**config.mk**
```make
export PLATFORM = sky130hd
export DESIGN_NAME = dma_chan_csr
export DESIGN_NICKNAME = d
export VERILOG_FILES = /design/src/rtl/dmacsr_pkg.sv /design/src/rtl/dmacsr_flag_next.sv /design/src/rtl/dmacsr_cmdptr.sv /design/src/rtl/dmacsr_selbank.sv /design/src/rtl/dma_chan_csr.sv
export SDC_FILE = /design/constraint.sdc
export NUM_CORES = 1
export LEC_CHECK = 0
export BUFFER_PORTS_ARGS = -buffer_cell sky130_fd_sc_hd__buf_2
export CORE_AREA = 3 3 103 105
export DETAILED_ROUTE_END_ITERATION = 6
export DIE_AREA = 0 0 106 108
export GPL_ROUTABILITY_DRIVEN = 0
export PLACE_DENSITY = 0.79
export REMOVE_ABC_BUFFERS = 1
export SYNTH_ARGS = -nofsm -noshare
export SYNTH_HDL_FRONTEND = slang
export SYNTH_HIERARCHICAL = 1
export SYNTH_SLANG_ARGS = --single-unit
export TNS_END_PERCENT = 50
```
**constraint.sdc**
```tcl
create_clock -name clk -period 1.9 [get_ports clk]
set_clock_uncertainty 0.1 [all_clocks]
set_input_delay 0 -clock clk [delete_from_list [all_inputs] [get_ports clk]]
set_output_delay 0 -clock clk [all_outputs]
set_load 0.1 [all_outputs]
```
**src/rtl/dmacsr_pkg.sv**
```systemverilog
package dmacsr_pkg;

  // Channel flags, mapped onto status word bits 15..8 (MSB first).
  typedef struct packed {
    logic run;     // 15
    logic pause;   // 14
    logic flush;   // 13
    logic wake;    // 12
    logic dead;    // 11
    logic active;  // 10
    logic rsv;     // 9
    logic bt;      // 8
  } flags_t;

  localparam int FLAG_LSB = 8;
  localparam int DEV_W    = 4;

  // Register word offsets
  localparam int OFS_CTRL   = 0;
  localparam int OFS_STAT   = 1;
  localparam int OFS_PTR    = 3;
  localparam int OFS_SEL0   = 4;

endpackage

```
**src/rtl/dmacsr_flag_next.sv**
```systemverilog
module dmacsr_flag_next
  import dmacsr_pkg::*;
(
  input  flags_t cur,
  input  logic   ev_fetch,
  input  logic   ev_stop,
  input  logic   ev_kill,
  input  logic   ev_bt_set,
  input  logic   ev_bt_clr,
  input  logic   ev_flush_done,
  input  logic   ctl_we,
  input  flags_t ctl_mask,
  input  flags_t ctl_val,
  output flags_t nxt,
  output logic   want_flush,
  output logic   want_kick
);

  always_comb begin
    flags_t f;
    f = cur;
    // sequencer events first, then a host control write on top
    if (ev_fetch)      f.wake   = 1'b0;
    if (ev_stop)       f.active = 1'b0;
    if (ev_kill) begin
      f.dead   = 1'b1;
      f.active = 1'b0;
    end
    if (ev_bt_set)     f.bt     = 1'b1;
    if (ev_bt_clr)     f.bt     = 1'b0;
    if (ev_flush_done) f.flush  = 1'b0;

    want_flush = 1'b0;
    want_kick  = 1'b0;
    if (ctl_we) begin
      if (ctl_mask.run) begin
        if (ctl_val.run) f.run = 1'b1;
        else begin
          f.run  = 1'b0;
          f.dead = 1'b0;
        end
      end
      if (ctl_mask.wake && ctl_val.wake && f.run) f.wake = 1'b1;
      if (ctl_mask.pause) f.pause = ctl_val.pause;
      if (ctl_mask.flush && ctl_val.flush) begin
        f.flush    = 1'b1;
        want_flush = 1'b1;
      end
      if (f.pause || !f.run) begin
        f.active   = 1'b0;
        want_flush = 1'b1;
      end else if (ctl_mask.run || ctl_mask.pause ||
                   (ctl_mask.wake && ctl_val.wake)) begin
        f.active = 1'b1;
      end
      want_kick = f.active;
    end
    f.rsv = 1'b0;
    nxt   = f;
  end

endmodule

```
**src/rtl/dmacsr_cmdptr.sv**
```systemverilog
module dmacsr_cmdptr #(
  parameter int PTR_W      = 32,
  parameter int ALIGN_BITS = 4
) (
  input  logic             clk,
  input  logic             rst,
  input  logic             host_we,
  input  logic [PTR_W-1:0] host_val,
  input  logic             locked,
  input  logic             seq_we,
  input  logic [PTR_W-1:0] seq_val,
  output logic [PTR_W-1:0] ptr
);

  localparam logic [PTR_W-1:0] ALIGN_MASK = ~((PTR_W'(1) << ALIGN_BITS) - PTR_W'(1));

  always_ff @(posedge clk) begin
    if (rst) begin
      ptr <= '0;
    end else if (seq_we) begin
      ptr <= seq_val & ALIGN_MASK;
    end else if (host_we && !locked) begin
      ptr <= host_val & ALIGN_MASK;
    end
  end

endmodule

```
**src/rtl/dmacsr_selbank.sv**
```systemverilog
module dmacsr_selbank #(
  parameter int NSEL  = 3,
  parameter int SEL_W = 4,
  parameter int MASK_LSB = 16
) (
  input  logic                    clk,
  input  logic                    rst,
  input  logic [NSEL-1:0]         we,
  input  logic [31:0]             wdata,
  output logic [NSEL*2*SEL_W-1:0] sel_flat
);

  generate
    for (genvar i = 0; i < NSEL; i++) begin : g_sel
      logic [SEL_W-1:0] msk_q;
      logic [SEL_W-1:0] val_q;
      always_ff @(posedge clk) begin
        if (rst) begin
          msk_q <= '0;
          val_q <= '0;
        end else if (we[i]) begin
          msk_q <= wdata[MASK_LSB +: SEL_W];
          val_q <= wdata[0 +: SEL_W];
        end
      end
      assign sel_flat[i*2*SEL_W +: 2*SEL_W] = {msk_q, val_q};
    end
  endgenerate

endmodule

```
**src/rtl/dma_chan_csr.sv**
```systemverilog
module dma_chan_csr
  import dmacsr_pkg::*;
#(
  parameter int ADDR_W     = 4,
  parameter int PTR_W      = 32,
  parameter int ALIGN_BITS = 4,
  parameter int SEL_W      = 4
) (
  input  logic              clk,
  input  logic              rst,
  input  logic              bus_wr,
  input  logic              bus_rd,
  input  logic [ADDR_W-1:0] bus_addr,
  input  logic [3:0]        bus_be,
  input  logic [31:0]       bus_wdata,
  output logic [31:0]       bus_rdata,
  output logic              bus_rvalid,
  input  logic [3:0]        dev_status,
  input  logic              seq_fetch,
  input  logic              seq_stop,
  input  logic              seq_kill,
  input  logic              seq_bt_set,
  input  logic              seq_bt_clr,
  input  logic              seq_ptr_we,
  input  logic [PTR_W-1:0]  seq_ptr,
  input  logic              flush_done,
  output logic [31:0]       chan_status,
  output logic [PTR_W-1:0]  cmd_ptr,
  output logic [2*SEL_W-1:0] intr_sel,
  output logic [2*SEL_W-1:0] branch_sel,
  output logic [2*SEL_W-1:0] wait_sel,
  output logic              kick,
  output logic              flush_req
);

  localparam int NSEL     = 3;
  localparam int MASK_LSB = 16;
  localparam int PW       = (PTR_W < 32) ? PTR_W : 32;

  flags_t           flags_q, flags_d;
  logic [DEV_W-1:0] dev_q;
  logic             full_word, wr_ok, rd_ok;
  logic             ctl_we, ptr_we;
  logic [NSEL-1:0]  sel_we;
  logic             want_flush, want_kick;
  logic [NSEL*2*SEL_W-1:0] sel_flat;
  logic [31:0]      status_word, rd_mux;

  assign full_word = (bus_be == 4'hF);
  assign wr_ok     = bus_wr && full_word;
  assign rd_ok     = bus_rd && full_word;
  assign ctl_we    = wr_ok && (int'(bus_addr) == OFS_CTRL);
  assign ptr_we    = wr_ok && (int'(bus_addr) == OFS_PTR);

  generate
    for (genvar i = 0; i < NSEL; i++) begin : g_selwe
      assign sel_we[i] = wr_ok && (int'(bus_addr) == OFS_SEL0 + i);
    end
  endgenerate

  dmacsr_flag_next u_next (
    .cur           (flags_q),
    .ev_fetch      (seq_fetch),
    .ev_stop       (seq_stop),
    .ev_kill       (seq_kill),
    .ev_bt_set     (seq_bt_set),
    .ev_bt_clr     (seq_bt_clr),
    .ev_flush_done (flush_done),
    .ctl_we        (ctl_we),
    .ctl_mask      (flags_t'(bus_wdata[31:24])),
    .ctl_val       (flags_t'(bus_wdata[15:8])),
    .nxt           (flags_d),
    .want_flush    (want_flush),
    .want_kick     (want_kick)
  );

  always_ff @(posedge clk) begin
    if (rst) begin
      flags_q   <= '0;
      dev_q     <= '0;
      kick      <= 1'b0;
      flush_req <= 1'b0;
    end else begin
      flags_q   <= flags_d;
      dev_q     <= dev_status;
      kick      <= want_kick;
      flush_req <= want_flush;
    end
  end

  dmacsr_cmdptr #(.PTR_W(PTR_W), .ALIGN_BITS(ALIGN_BITS)) u_ptr (
    .clk      (clk),
    .rst      (rst),
    .host_we  (ptr_we),
    .host_val (bus_wdata[PTR_W-1:0]),
    .locked   (flags_q.active),
    .seq_we   (seq_ptr_we),
    .seq_val  (seq_ptr),
    .ptr      (cmd_ptr)
  );

  dmacsr_selbank #(.NSEL(NSEL), .SEL_W(SEL_W), .MASK_LSB(MASK_LSB)) u_sel (
    .clk      (clk),
    .rst      (rst),
    .we       (sel_we),
    .wdata    (bus_wdata),
    .sel_flat (sel_flat)
  );

  assign intr_sel   = sel_flat[0*2*SEL_W +: 2*SEL_W];
  assign branch_sel = sel_flat[1*2*SEL_W +: 2*SEL_W];
  assign wait_sel   = sel_flat[2*2*SEL_W +: 2*SEL_W];

  assign status_word = {16'b0, flags_q, {(8-DEV_W){1'b0}}, dev_q};
  assign chan_status = status_word;

  always_comb begin
    rd_mux = '0;
    if (int'(bus_addr) == OFS_CTRL || int'(bus_addr) == OFS_STAT) begin
      rd_mux = status_word;
    end else if (int'(bus_addr) == OFS_PTR) begin
      rd_mux[PW-1:0] = cmd_ptr[PW-1:0];
    end else begin
      for (int i = 0; i < NSEL; i++) begin
        if (int'(bus_addr) == OFS_SEL0 + i) begin
          rd_mux[MASK_LSB +: SEL_W] = sel_flat[i*2*SEL_W + SEL_W +: SEL_W];
          rd_mux[0 +: SEL_W]        = sel_flat[i*2*SEL_W +: SEL_W];
        end
      end
    end
  end

  always_ff @(posedge clk) begin
    if (rst) begin
      bus_rdata  <= '0;
      bus_rvalid <= 1'b0;
    end else begin
      bus_rvalid <= bus_rd;
      bus_rdata  <= rd_ok ? rd_mux : 32'b0;
    end
  end

endmodule

```
==> key figures, run 1 <==
Outcome
  – Status: finished clean

Worst setup path
  – WP data arrival: 2.02 ns
  – Setup CP Type: primary input to register
  – CP Max Fanout: 5
  – Worst reg2reg path endpoint: u_ptr/ptr[13]
  – Flop2flop setup slack: about 0.1 ns
  – CP Cell Sequence: buf_2, nand4_2, or2_1, nor2_2, nor2b_4, buf_4, nor3_1, a2111oi_2, dlygate4sd3_1
  – Startpoint Class: primary input
  – Crit path capture type: register
  – CP max stage cell: dlygate4sd3_1
  – Top Family by Delay on Critical Path: simple AND/OR/NAND/NOR gates
  – Worst path required time: between 2 and 2.5 ns
  – Worst R2R Path Depth: 5
  – Worst r2r src: chan_status[10]
  – Worst stage delay on the critical path: roughly 0.6 ns
  – Buf/Inv on CP: 3

Power
  – Leakage: between 2 and 3 nW
  – Design Power: 4.82 mW
  – PwrDens: about 740 nW/um2
  – VDD IR max: roughly 0.51 mV

Synth
  – Number of enable flip-flop cells after synthesis: 0
  – Mapped cell area: 4590 um2
  – Distinct cells, synth: 50
  – Flops & latches, synth: between 90 and 100
  – Share of synthesized flip-flops with an asynchronous set or reset: 0%
  – Syn Area/Cell: just under 10 um2
  – Main synth FF type: dfxtp_1
  – Synth warn: 6
  – Synth Instances: roughly 470
  – Sequential area share after synthesis: 43.2%

Layout
  – Fillers: approximately 770
  – Finished Core Util: 67.0%
  – Finished Layout Cells: ~860
  – Antenna cells: 0
  – Area Overhead vs Synth: 41.9%
  – Share of cells above drive strength 1: ~37%
  – Multi-input gate area: between 2000 and 2500 um2
  – Storage element area: roughly 2000 um2
  – Final-stage net count: a little over 800

Timing
  – Setup TNS: 0 ns
  – Slew Viols, Final: 0
  – Final setup vio count: 0
  – Unrepaired setup endpoints after global routing: no
  – Final min period: 1.82 ns
  – Final hold viol count: 0
  – FMAX: 549 MHz
  – Fin crit share: roughly 96%
  – Slew headroom: 66.0%
  – Least-Margin Pin Slew: around 0.5 ns

Min path
  – Hold path cells: 3
  – Hold/Removal Path Class: primary input to register
  – WHS Endpoint: bus_rdata[3]
  – HP Start: bus_addr[3]

Drt
  – Post-Route WL: ~14 mm
  – Vias per cell: about 5.1
  – Drt drc: 0
  – DRT Pass-1 Iters: 4
  – Starting DRT DRC Count: 248
  – ANT nets after route: 0
  – Wire length per cell: around 17 um
  – Vias: roughly 4400

Clocking
  – Clk buf depth: 2
  – CTS root buf: clkbuf_8
  – Clock-pin slew on the worst setup and hold paths: roughly 0.09 ns
  – Clock sinks: approximately 100
  – Clock Latency Late Sink: ~0.36 ns
  – H-tree Lvls: 3
  – Num CTS Buffers: 9
  – CTS tree: done

Global route
  – Largest net degree at the start of global routing: 67
  – Total track usage: between 20 and 25%
  – Remaining global-route overflow: 0
  – First-pass GRT wire length: roughly 22 mm
  – Antenna violations before repair: 0
  – Vias in the first global route: ~4400

Placed design
  – Placed cell count: approximately 760
  – Port-buffer cells: 181
  – DP Wirelength: 9.35 mm

Floorplanning
  – Starting Density: a little under half
  – Full die area: 11400 um2
  – Die width: between 100 and 150 um
  – Ports: 210
  – Row count: 36
  – Die height: between 100 and 150 um
  – Core area: around 9700 um2

Job
  – Max-cap violations: 0
==> final cells by class <==
cell class | instances | share of cell area [%]
Tap cell | 133 | 2.55
Clock buffer | 12 | 2.23
Inverter | 36 | 2.07
Clock inverter | 4 | 1.13
Timing Repair Buffer | 280 | 29.2
Multi-Input combinational cell | 293 | 32.4
Sequential cell | 99 | 30.4
==> layout by cell type (no fill, tap or decap), types with 2 or more instances in the layout <==
cell	n
nor2_1	43
inv_1	36
dfxtp_1	98
nand2b_4	2
buf_12	3
clkbuf_1	2
clkbuf_8	10
dlygate4sd3_1	78
nor3_1	59
o221a_1	4
mux2_4	2
buf_4	18
o22a_1	3
mux2i_1	31
a21boi_0	3
nand2b_1	5
buf_2	180
nor3_2	4
nor2b_1	15
bufinv_16	2
nand3b_1	4
and2_1	16
conb_1	25
a21oi_1	6
nand2_1	8
a2111oi_2	30
a22oi_1	8
==> worst register-to-register path, stage by stage (launching register included) <==
cell and delay, ns:
dfxtp_2 0.37, nor2b_4 0.16, buf_4 0.16, nor3_1 0.06, a2111oi_2 0.28, dlygate4sd3_1 0.61
==> stage by stage <==
stage / instance area (um2) / hold slack [ns] / worst slack, ns
2_1_floorplan: 4210 / -0.0311 / -0.367
3_3_place_gp: 5470 / 0.116 / 0.112
3_5_place_dp: 5470 / 0.113 / 0.116
4_1_cts: 6470 / 0.0121 / 0.0641
5_1_grt: 6520 / 0.0498 / 0.0195
6_report: 6520 / 0.0466 / 0.0800
==> cell families (layout without fill, tap and decap cells) <==
| logic type | Yosys count | count (layout) | synth area share [%] |
|---|---|---|---|
| other | 3 | 25 | 0.245 |
| buffers and inverters | 95 | 332 | 13.0 |
| AND/OR/NAND/NOR | 169 | 169 | 20.0 |
| flip-flops | 99 | 99 | 43.2 |
| AO/OA/AOI/OAI | 65 | 65 | 15.9 |
| multiplexers | 34 | 34 | 7.66 |
==> repair_timing <==
| action | in CTS | in global routing |
|---|---|---|
| hold buffers | 78 | 0 |
| resized for setup | 0 | 3 |
| setup endpoints to repair | 0 | 6 |
| setup buffers | 0 | 1 |
| hold endpoints to repair | 71 | 0 |
==> sequential cells by signal, indices dropped and copies added, names as in the netlist, 4 cells and up <==
register,flops
bus_rdata,32
chan_status,8
dev_q,4
u_ptr/ptr,28
u_sel/g_sel.msk_q,12
u_sel/g_sel.val_q,12
==> worst max path at each step <==
stage	start	end	slack [ns]	cells past startpoint
final	bus_be[2]	u_ptr/ptr[13]	0.08	9
after global routing	bus_be[2]	u_ptr/ptr[14]	0.02	9
after CTS	chan_status[10]	u_ptr/ptr[14]	0.06	5
after detailed placement	bus_addr[1]	chan_status[14]	0.12	7
after global placement	bus_addr[1]	chan_status[14]	0.11	7
after floorplan	chan_status[10]	u_ptr/ptr[29]	-0.37	3
==> per-layer routing <==
metal / GRT usage, % / vias to the layer above / share of wire (%)
met5: 0 / - / 0
met4: 9.62 / 0 / 2.1
met3: 5.61 / 28 / 7.9
met2: 44.7 / 226 / 51
met1: 26.9 / 2046 / 39
li1: - / 2083 / -
==> synthesized netlist by cell type (all sizes together) (2+ instances only) <==
cell type / count / share of area, %
o22a: 3 / 0.57
nor3: 63 / 7.2
a2111oi: 31 / 10
nand3b: 4 / 0.65
nor2: 44 / 3.6
nand2: 8 / 0.65
dfxtp: 99 / 43
conb: 3 / 0.25
buf: 53 / 9.5
mux2: 3 / 0.90
a21boi: 3 / 0.49
a211o: 2 / 0.41
and2: 17 / 2.3
o221a: 4 / 0.98
a21oi: 6 / 0.65
inv: 36 / 2.9
nor2b: 16 / 2.3
a22oi: 8 / 1.3
mux2i: 31 / 6.8
or2: 2 / 0.27
clkbuf: 6 / 0.55
nand2b: 7 / 1.3
==> power breakdown <==
part / leakage, nW / internal [mW] / switching (mW)
sequential: 0.807 / 2.13 / 0.0411
combinational: 2.03 / 0.315 / 0.839
clock: 0.111 / 0.780 / 0.716
total: 2.95 / 3.22 / 1.60
(Power assumes the default switching activity.)
==> run 2: changes to the inputs <==
--- a/config.mk
+++ b/config.mk
@@ -6,12 +6,13 @@
 export NUM_CORES = 1
 export LEC_CHECK = 0
 export BUFFER_PORTS_ARGS = -buffer_cell sky130_fd_sc_hd__buf_2
-export CORE_AREA = 3 3 103 105
+export CORE_AREA = 3 3 79 137
 export DETAILED_ROUTE_END_ITERATION = 6
-export DIE_AREA = 0 0 106 108
+export DIE_AREA = 0 0 82 140
 export GPL_ROUTABILITY_DRIVEN = 0
 export PLACE_DENSITY = 0.79
 export REMOVE_ABC_BUFFERS = 1
+export SLEW_MARGIN = 10
 export SYNTH_ARGS = -nofsm -noshare
 export SYNTH_HDL_FRONTEND = slang
 export SYNTH_HIERARCHICAL = 1
==> key figures, run 2 (synthesis results as in run 1) <==
Outcome
  – Status: finished clean

Power
  – Internal power: between 3 and 4 mW
  – PwrDens: about 800 nW/um2
  – Combinational Power Share: between 20% and 30%
  – Part of the power in registers: about two fifths
  – Design Power: a little over 5 mW
  – Clk pwr share: a little over a third
  – Leakage: just under 3 nW
  – Sw power: between 1.5 and 2 mW
  – VDD IR max: about 0.52 mV
  – Switching share of total power: between 30% and 40%

Floorplanning
  – Core area: 9850 um2
  – Ports: 210
  – Full die area: ~11000 um2
  – Die height: 140 um
  – Row count: 48
  – Die width: 82 um
  – Starting Density: roughly 47%

Worst setup path
  – Crit path capture type: register
  – WP data arrival: roughly 1.9 ns
  – Startpoint Class: register
  – Worst path required time: 1.99 ns
  – Setup CP Type: register to register
  – CP Max Fanout: 4
  – Worst R2R Path Depth: 5

Global route
  – Vias in the first global route: between 4000 and 5000
  – Total track usage: 24.9%
  – Remaining global-route overflow: 0
  – Largest net degree at the start of global routing: 67
  – First-pass GRT wire length: 22.1 mm
  – Antenna violations before repair: 0

Drt
  – Drt drc: 0
  – Starting DRT DRC Count: around 240
  – Vias: between 4000 and 5000
  – Post-Route WL: roughly 14 mm
  – Vias per cell: between 5 and 6
  – Wire length per cell: 17.0 um
  – ANT nets after route: 0
  – DRT Pass-1 Iters: 4

Timing
  – Least-Margin Pin Slew: 0.885 ns
  – Fin crit share: a little over nine tenths
  – Final hold slack: between 0.001 and 0.0015 ns
  – Slew Viols, Final: 0
  – Final hold viol count: 0
  – FMAX: around 560 MHz
  – Crit path setup slack, layout: roughly 0.12 ns
  – Final min period: around 1.8 ns
  – Slew headroom: about two fifths
  – Unrepaired setup endpoints after global routing: no
  – Final setup vio count: 0

Clocking
  – Clock Latency Late Sink: approximately 0.34 ns
  – H-tree Lvls: 3
  – CTS root buf: clkbuf_16
  – Clock-pin slew on the worst setup and hold paths: approximately 0.07 ns
  – CTS tree: done
  – Clock sinks: 99
  – # Post-CTS Setup Buffers: 0
  – Num CTS Buffers: 9
  – Clk buf depth: 2

Layout
  – Antenna cells: 0
  – Finished Core Util: around two thirds
  – Largest Register: bus_rdata
  – Most frequent cells in the layout: buf_2, dfxtp_1, dlygate4sd3_1
  – Final-stage net count: around 800
  – Fillers: between 700 and 800
  – Commonest non-fill, non-tap cell in the layout: buf_2
  – Max reg flops: 32
  – Top flop regs: bus_rdata (32), u_ptr/ptr (28)
  – Share of cells above drive strength 1: between 30 and 40%
  – Area Overhead vs Synth: 41.2%

Job
  – Max-cap violations: 0

Placed design
  – Port-buffer cells: between 150 and 200
  – DP Wirelength: 9.67 mm
  – Pre-CTS setup slack: 0.0952 ns

Min path
  – Hold/Removal Path Class: primary input to register
  – Hold path cells: 3
run 2: changes by cell type in the layout (fill, tap and decap cells not counted), sizes merged:
| cell | before | now |
|---|---|---|
| buf | 201 | 202 |
| bufinv | 2 | 1 |
| clkbuf | 13 | 11 |
| clkinvlp | 0 | 1 |
| dlygate4sd3 | 78 | 69 |
| inv | 36 | 37 |
run 2: per-stage QoR:
step	cells	cell area, um2	setup TNS, ns
final	840	6480	0
after global routing	840	6480	0
after CTS	840	6470	0
after detailed placement	755	5480	0
after global placement	755	5480	0
after floorplan	428	4210	-10.29
run 2: final timing paths:
check	start	endpoint	slack (ns)
setup reg to reg	chan_status[15]	chan_status[12]	0.12
hold reg to reg	u_ptr/ptr[24]	bus_rdata[24]	0.37
hold / removal	bus_wdata[28]	u_ptr/ptr[28]	0.001
setup / recovery	chan_status[15]	chan_status[12]	0.12
run 2: layer usage:
metal	up-vias	global-route usage [%]	share of wire, %	wire length, um
met5	-	0	0	0
li1	2047	-	-	-
met3	58	4.76	6.0	855
met4	0	14.7	5.1	726
met1	2071	25.3	35	5000
met2	225	44.9	54	7680
run 2: power by group through the flow:
stage | sequential [mW] | combinational, mW | clock (mW)
final | 2.17 | 1.14 | 1.84
after global routing | 2.17 | 1.19 | 1.99
after CTS | 2.16 | 1.13 | 1.89
after detailed placement | 2.21 | 1.02 | 0
after global placement | 2.21 | 1.00 | 0
after floorplan | 2.58 | 0.368 | 0
run 2: what timing repair did:
item	4_1_cts	5_1_grt
endpoints found under the hold margin	65	0
setup endpoints to repair	0	1
hold buffers	69	0
resized for setup	0	2
run 2: layout make-up:
type	count	area, um2	share of cell area, %
Multi-Input combinational cell	293	2110	32.6
Sequential cell	99	1980	30.6
Timing Repair Buffer	271	1790	27.7
Clock buffer	11	243	3.75
Tap cell	125	156	2.41
Inverter	36	135	2.09
Clock inverter	5	60.1	0.927
run 2: worst max-delay path, stage by stage, from the launching register on:
cell	delay, ns
dfxtp_1	0.34
mux2_4	0.30
nand2_1	0.12
o22ai_1	0.09
dlygate4sd3_1	0.55
nor2b_1	0.13
